$ cat src/rtl/ipl_arb_pkg.sv
package ipl_arb_pkg;
   typedef enum logic [1:0] {
      HS_IDLE  = 2'd0,
      HS_LOCAL = 2'd1,
      HS_DIN   = 2'd2,
      HS_IAK   = 2'd3
   } hs_state_e;
endpackage

$ cat src/rtl/ipl_elig.sv
module ipl_elig #(
   parameter int N_EXT        = 4,
   parameter int N_INT        = 3,
   parameter int IPL_W        = 5,
   parameter int EXT_BASE_LVL = 'h14,
   parameter int INT_LVL      = 'h14,
   parameter int ITMR_LVL     = 'h16,
   localparam int S           = N_EXT + N_INT + 1
) (
   input  logic [N_EXT-1:0] ext_req,
   input  logic [N_INT-1:0] int_req,
   input  logic             itmr_req,
   input  logic [IPL_W-1:0] ipl,
   output logic [S-1:0]     ok
);
   localparam logic [IPL_W-1:0] INT_L  = IPL_W'(INT_LVL);
   localparam logic [IPL_W-1:0] ITMR_L = IPL_W'(ITMR_LVL);

   for (genvar i = 0; i < N_EXT; i++) begin : g_ext
      localparam logic [IPL_W-1:0] LV = IPL_W'(EXT_BASE_LVL + i);
      assign ok[i] = ext_req[i] && (LV > ipl);
   end

   for (genvar k = 0; k < N_INT; k++) begin : g_int
      assign ok[N_EXT+k] = int_req[k] && (INT_L > ipl);
   end

   assign ok[S-1] = itmr_req && (ITMR_L > ipl);
endmodule

$ cat src/rtl/ipl_pick.sv
module ipl_pick #(
   parameter int N_EXT = 4,
   parameter int N_INT = 3,
   localparam int S    = N_EXT + N_INT + 1,
   localparam int ID_W = $clog2(S)
) (
   input  logic [S-1:0]    ok,
   output logic            win_vld,
   output logic [ID_W-1:0] win_id
);
   // rank 0 is highest: top external, timer, remaining externals
   // downward except the lowest, on-board sources, lowest external
   function automatic int rank_id(int r);
      if (r == 0)          return N_EXT - 1;
      else if (r == 1)     return S - 1;
      else if (r < N_EXT)  return N_EXT - r;
      else if (r < S - 1)  return r;
      else                 return 0;
   endfunction

   always_comb begin
      win_vld = 1'b0;
      win_id  = '0;
      for (int r = S - 1; r >= 0; r--) begin
         if (ok[rank_id(r)]) begin
            win_vld = 1'b1;
            win_id  = ID_W'(rank_id(r));
         end
      end
   end
endmodule

$ cat src/rtl/ipl_ack_fsm.sv
module ipl_ack_fsm
   import ipl_arb_pkg::*;
(
   input  logic clk,
   input  logic rst_n,
   input  logic start,
   input  logic start_ext,
   input  logic phase_done,
   output logic busy,
   output logic din,
   output logic iak
);
   hs_state_e st_q, st_d;

   always_comb begin
      st_d = st_q;
      unique case (st_q)
         HS_IDLE:  if (start) st_d = start_ext ? HS_DIN : HS_LOCAL;
         HS_LOCAL: st_d = HS_IDLE;
         HS_DIN:   if (phase_done) st_d = HS_IAK;
         HS_IAK:   if (phase_done) st_d = HS_IDLE;
         default:  st_d = HS_IDLE;
      endcase
   end

   always_ff @(posedge clk) begin
      if (!rst_n) st_q <= HS_IDLE;
      else        st_q <= st_d;
   end

   assign busy = (st_q != HS_IDLE);
   assign din  = (st_q == HS_DIN);
   assign iak  = (st_q == HS_IAK);
endmodule

$ cat src/rtl/ipl_arb.sv
module ipl_arb #(
   parameter int N_EXT         = 4,
   parameter int N_INT         = 3,
   parameter int IPL_W         = 5,
   parameter int EXT_BASE_LVL  = 'h14,
   parameter int INT_LVL       = 'h14,
   parameter int ITMR_LVL      = 'h16,
   parameter int EXT_GRANT_LVL = 'h17,
   parameter int RESET_IPL     = 'h1F,
   localparam int S            = N_EXT + N_INT + 1,
   localparam int ID_W         = $clog2(S)
) (
   input  logic             clk,
   input  logic             rst_n,
   input  logic [N_EXT-1:0] ext_req,
   input  logic [N_INT-1:0] int_req,
   input  logic             itmr_req,
   input  logic             sw_wr,
   input  logic [IPL_W-1:0] sw_ipl,
   input  logic             phase_done,
   output logic             gnt_valid,
   output logic [ID_W-1:0]  gnt_id,
   output logic [IPL_W-1:0] ipl_o,
   output logic             din_o,
   output logic             iak_o
);
   localparam logic [IPL_W-1:0] EXT_G  = IPL_W'(EXT_GRANT_LVL);
   localparam logic [IPL_W-1:0] ITMR_G = IPL_W'(ITMR_LVL);
   localparam logic [IPL_W-1:0] INT_G  = IPL_W'(INT_LVL);

   if (N_EXT < 2) begin : g_bad_ext
      $error("ipl_arb: N_EXT must be at least 2");
   end
   if (N_INT < 1) begin : g_bad_int
      $error("ipl_arb: N_INT must be at least 1");
   end
   if (EXT_GRANT_LVL >= (1 << IPL_W) || RESET_IPL >= (1 << IPL_W)
       || EXT_BASE_LVL + N_EXT > (1 << IPL_W)) begin : g_bad_w
      $error("ipl_arb: levels do not fit IPL_W");
   end

   logic [S-1:0]     ok;
   logic             win_vld;
   logic [ID_W-1:0]  win_id;
   logic [IPL_W-1:0] ipl_q, new_ipl;
   logic [ID_W-1:0]  gnt_id_q;
   logic             busy, start, win_ext;

   ipl_elig #(
      .N_EXT(N_EXT), .N_INT(N_INT), .IPL_W(IPL_W),
      .EXT_BASE_LVL(EXT_BASE_LVL), .INT_LVL(INT_LVL), .ITMR_LVL(ITMR_LVL)
   ) elig_i (
      .ext_req(ext_req), .int_req(int_req), .itmr_req(itmr_req),
      .ipl(ipl_q), .ok(ok)
   );

   ipl_pick #(.N_EXT(N_EXT), .N_INT(N_INT)) pick_i (
      .ok(ok), .win_vld(win_vld), .win_id(win_id)
   );

   assign win_ext = (int'(win_id) < N_EXT);
   assign start   = !busy && !sw_wr && win_vld;

   always_comb begin
      if (win_ext)                   new_ipl = EXT_G;
      else if (int'(win_id) == S-1)  new_ipl = ITMR_G;
      else                           new_ipl = INT_G;
   end

   ipl_ack_fsm hs_i (
      .clk(clk), .rst_n(rst_n), .start(start), .start_ext(win_ext),
      .phase_done(phase_done), .busy(busy), .din(din_o), .iak(iak_o)
   );

   always_ff @(posedge clk) begin
      if (!rst_n) begin
         ipl_q    <= IPL_W'(RESET_IPL);
         gnt_id_q <= '0;
      end else if (!busy) begin
         if (sw_wr) begin
            ipl_q <= sw_ipl;
         end else if (win_vld) begin
            ipl_q    <= new_ipl;
            gnt_id_q <= win_id;
         end
      end
   end

   assign gnt_valid = busy;
   assign gnt_id    = gnt_id_q;
   assign ipl_o     = ipl_q;
endmodule

$ cat config.mk
export PLATFORM = sky130hd
export DESIGN_NAME = ipl_arb
export DESIGN_NICKNAME = d
export VERILOG_FILES = /design/src/rtl/ipl_arb_pkg.sv /design/src/rtl/ipl_elig.sv /design/src/rtl/ipl_pick.sv /design/src/rtl/ipl_ack_fsm.sv /design/src/rtl/ipl_arb.sv
export SDC_FILE = /design/constraint.sdc
export NUM_CORES = 1
export LEC_CHECK = 0
export BUFFER_PORTS_ARGS = -buffer_cell sky130_fd_sc_hd__buf_2
export CORE_UTILIZATION = 31
export DETAILED_ROUTE_END_ITERATION = 8
export PLACE_DENSITY = 0.57
export SLEW_MARGIN = 30
export SYNTH_ARGS = -nofsm -noshare
export SYNTH_HDL_FRONTEND = slang
export SYNTH_SLANG_ARGS = --single-unit
$ cat constraint.sdc
create_clock -name clk -period 1.65 [get_ports clk]
set_clock_uncertainty 0.2 [all_clocks]
set_input_delay 0.165 -clock clk [delete_from_list [all_inputs] [get_ports clk]]
set_output_delay 0.165 -clock clk [all_outputs]
set_load 0.05 [all_outputs]
==> impl_metrics.json <==
{
  "setup_viol_count_final": 10,
  "path_clk_slew_ns": 0.06,
  "synth_warnings": 0,
  "max_stage_delay_ns": 0.50,
  "worst-endpoint-arrival_ns": 1.86,
  "core_area_um2": 1821,
  "cts_inserted_buffers": 3,
  "track_usage_pct": 18.42,
  "internal_pwr_total_mw": 0.6427,
  "synth.avg_cell_area_um2": 8.238,
  "wire_per_inst_um": 12.29,
  "die_area_um2": 2231,
  "netSwitchingPower_mw": 0.4643,
  "synth-seq-cells": 10,
  "hold_viol_final": 0,
  "hpwl_mm": 1.416,
  "predominant_post_synthesis_flop_cell": "dfxtp_1",
  "dieWidth_um": 47.24,
  "timing.critical_path.slowest_stage_cell": "o41a_1",
  "drc": 0,
  "min_period_over_period_pct": 115.7,
  "placementRows": 15,
  "crit_required_ns": 1.60,
  "synth_edf_count": 0,
  "max-cap-violations": 0,
  "synth_sequential_area_ratio_pct": 31.56,
  "cts_htree_levels": 1,
  "rsz0062_at_grt": "true",
  "grt_pass1_wl_mm": 2.925,
  "worst_ir_drop_vdd_mv": 0.5852,
  "syn_inst": 77,
  "dr.first_iter.drc_count": 8,
  "ctsLongestPathBuffers": 2,
  "gp_congestion": 0.8378,
  "max_slew_margin_pct": 81.67,
  "cellPowerDensity_nw_per_um2": 959.7,
  "worst-path-buf-inv": 0,
  "tritoncts": "done",
  "achievable-frequency_mhz": 523.8,
  "setup_ws_pre_cts_ns": -0.2897,
  "worst-path-max-fanout": 7,
  "critical_path.top_delay_family": "compound AO/OA/AOI/OAI gates",
  "cp-end-kind": "register",
  "io_buffer_count": 27,
  "outcome": "complete, but fails checks",
  "maximum_number_of_pins_on_one_net_before_global_route_repair": 11,
  "timing.final.ws_setup_ns": -0.2593,
  "grt.met3_usage_pct": 1.154,
  "clock_network_fraction_of_total_power_pct": 15.1,
  "final_cell_mix": "27 x buf_2, 25 x buf_4, 6 x nand2_1",
  "cts_sinks": 10,
  "net_count_after_synthesis": 94,
  "final_net_count": 156,
  "seqCellArea_um2": 219.0,
  "ys_async_sr_fraction_pct": 0,
  "cp_cell_sequence": "o21ba_1 -> a221o_1 -> o41a_1 -> o22ai_1 -> nand2_1",
  "swShare_pct": 41.94,
  "cts_root_buf": "clkbuf_4",
  "clk-insertion-delay-late_ns": 0.26,
  "failed_checks": "setup timing",
  "antenna-diode-count": 0,
  "grt_antenna_before_repair": 0,
  "startpoint_type_of_the_worst_setup_path": "register",
  "worst_hold_path_type": "input port to register",
  "synthesis.area_um2": 634.4,
  "top_usage_layer": "met2",
  "sequential_power_share_pct": 29.0,
  "detail_route.wirelength_mm": 2.004,
  "maxSlewViolCount": 0,
  "grt_pass1_vias": 726,
  "fin_crit_ns": 1.909,
  "setup.worst_path.class": "register to register",
  "drtPass1Iterations": 4,
  "syn_to_final_growth_pct": 81.85,
  "route.antenna.remaining_nets": 0,
  "p_leak_nw": 0.5794,
  "initial_utilization_pct": 34.85,
  "design.portCount": 28,
  "grt_overflow_total": 0,
  "die_y_um": 47.24,
  "use_met1_pct": 24.77,
  "layout_commonest_cell": "buf_2",
  "vias": 829,
  "yosysUniqueCellTypes": 37,
  "gate_power_share_pct": 56.0,
  "fin_worst_hold_slack_ns": 0.06236,
  "globalRouteMet2Util_pct": 30.68,
  "final_layout_size_suffix_gt1_share_pct": 54.35,
  "multi_input_area_um2": 469.2,
  "fillers": 170,
  "tightestPinTransition_ns": 0.2725,
  "vias_per_cell": 5.086
}
==> metrics by stage <==
step	std cells	utilization [%]	power [mW]	area (µm²)	setup TNS (ns)
final	163	63.37	1.107	1154	-2.078
after global routing	163	63.37	1.172	1154	-2.735
after CTS	159	59.52	1.064	1084	-1.406
after detailed placement	150	54.30	0.8646	988.4	-1.880
after global placement	150	54.30	0.8582	988.4	-1.695
after floorplan	77	-	0.6606	656.9	-1.599
==> cells by family after synthesis <==
group                  synth area share [%]
XOR/XNOR                              1.381
flip-flops                            31.56
AO/OA/AOI/OAI                         38.86
buffers and inverters                 2.959
AND/OR/NAND/NOR                       25.25
==> synthesized netlist by cell type, types with 2 or more instances <==
library cell | number | share of area [%]
nand3_1 | 3 | 2.4
o21ai_1 | 4 | 3.2
o211a_1 | 3 | 4.7
dfxtp_1 | 10 | 32
nor3_1 | 3 | 2.4
buf_1 | 2 | 1.2
nor2b_1 | 5 | 4.9
nand2_1 | 6 | 3.6
nand2b_1 | 3 | 3.0
o211ai_1 | 2 | 2.4
nor2_1 | 5 | 3.0
a21oi_1 | 2 | 1.6
o22ai_1 | 2 | 2.0
a21boi_0 | 2 | 2.4
inv_1 | 3 | 1.8
==> tightest hold or removal path, delay by kind of cell <==
family	cells	cell delay (ns)
buffers and inverters	1	0.07
AO/OA/AOI/OAI	2	0.20
AND/OR/NAND/NOR	1	0.05
==> layout make-up <==
type / instances / area share [%]
Sequential cell: 10 / 18.98
Tap cell: 25 / 2.711
Multi-Input combinational cell: 62 / 40.67
Clock buffer: 3 / 1.952
Inverter: 3 / 0.9761
Clock inverter: 1 / 0.3254
Timing Repair Buffer: 59 / 34.38
==> per-layer routing <==
layer,routed length (µm),vias to the layer above
li1,-,425
met1,943,380
met2,980,19
met3,49,5
met4,30,0
met5,0,-
==> state kept, by name, indices dropped and copies added (netlist names) <==
signal     cells
gnt_id         3
hs_i.st_q      2
ipl_o          5
==> power by group through the flow <==
stage	combinational (mW)	sequential, mW	clock, mW
global placement	0.535	0.324	0
detailed placement	0.540	0.325	0
CTS	0.572	0.319	0.173
floorplan	0.222	0.439	0
finish	0.620	0.321	0.167
global route	0.665	0.325	0.182
==> worst paths after layout <==
kind	startpoint	endpoint	slack, ns	cells past startpoint
setup / recovery	ipl_o[4]$_SDFFE_PN1P_	ipl_o[4]$_SDFFE_PN1P_	-0.26	5
hold / removal	sw_ipl[0]	ipl_o[0]$_SDFFE_PN1P_	0.06	4
setup reg to reg	ipl_o[4]$_SDFFE_PN1P_	ipl_o[4]$_SDFFE_PN1P_	-0.26	5
hold reg to reg	gnt_id[0]$_SDFFE_PN0P_	gnt_id[0]$_SDFFE_PN0P_	0.29	1
==> what timing repair did <==
action	CTS	global route
hold endpoints to repair	5	3
hold buffers	3	1
resized for setup	6	8
setup buffers	2	3
pin swaps	3	8
endpoints found under the setup margin	10	11
No activity file was read; power rests on OpenSTA's default activity.
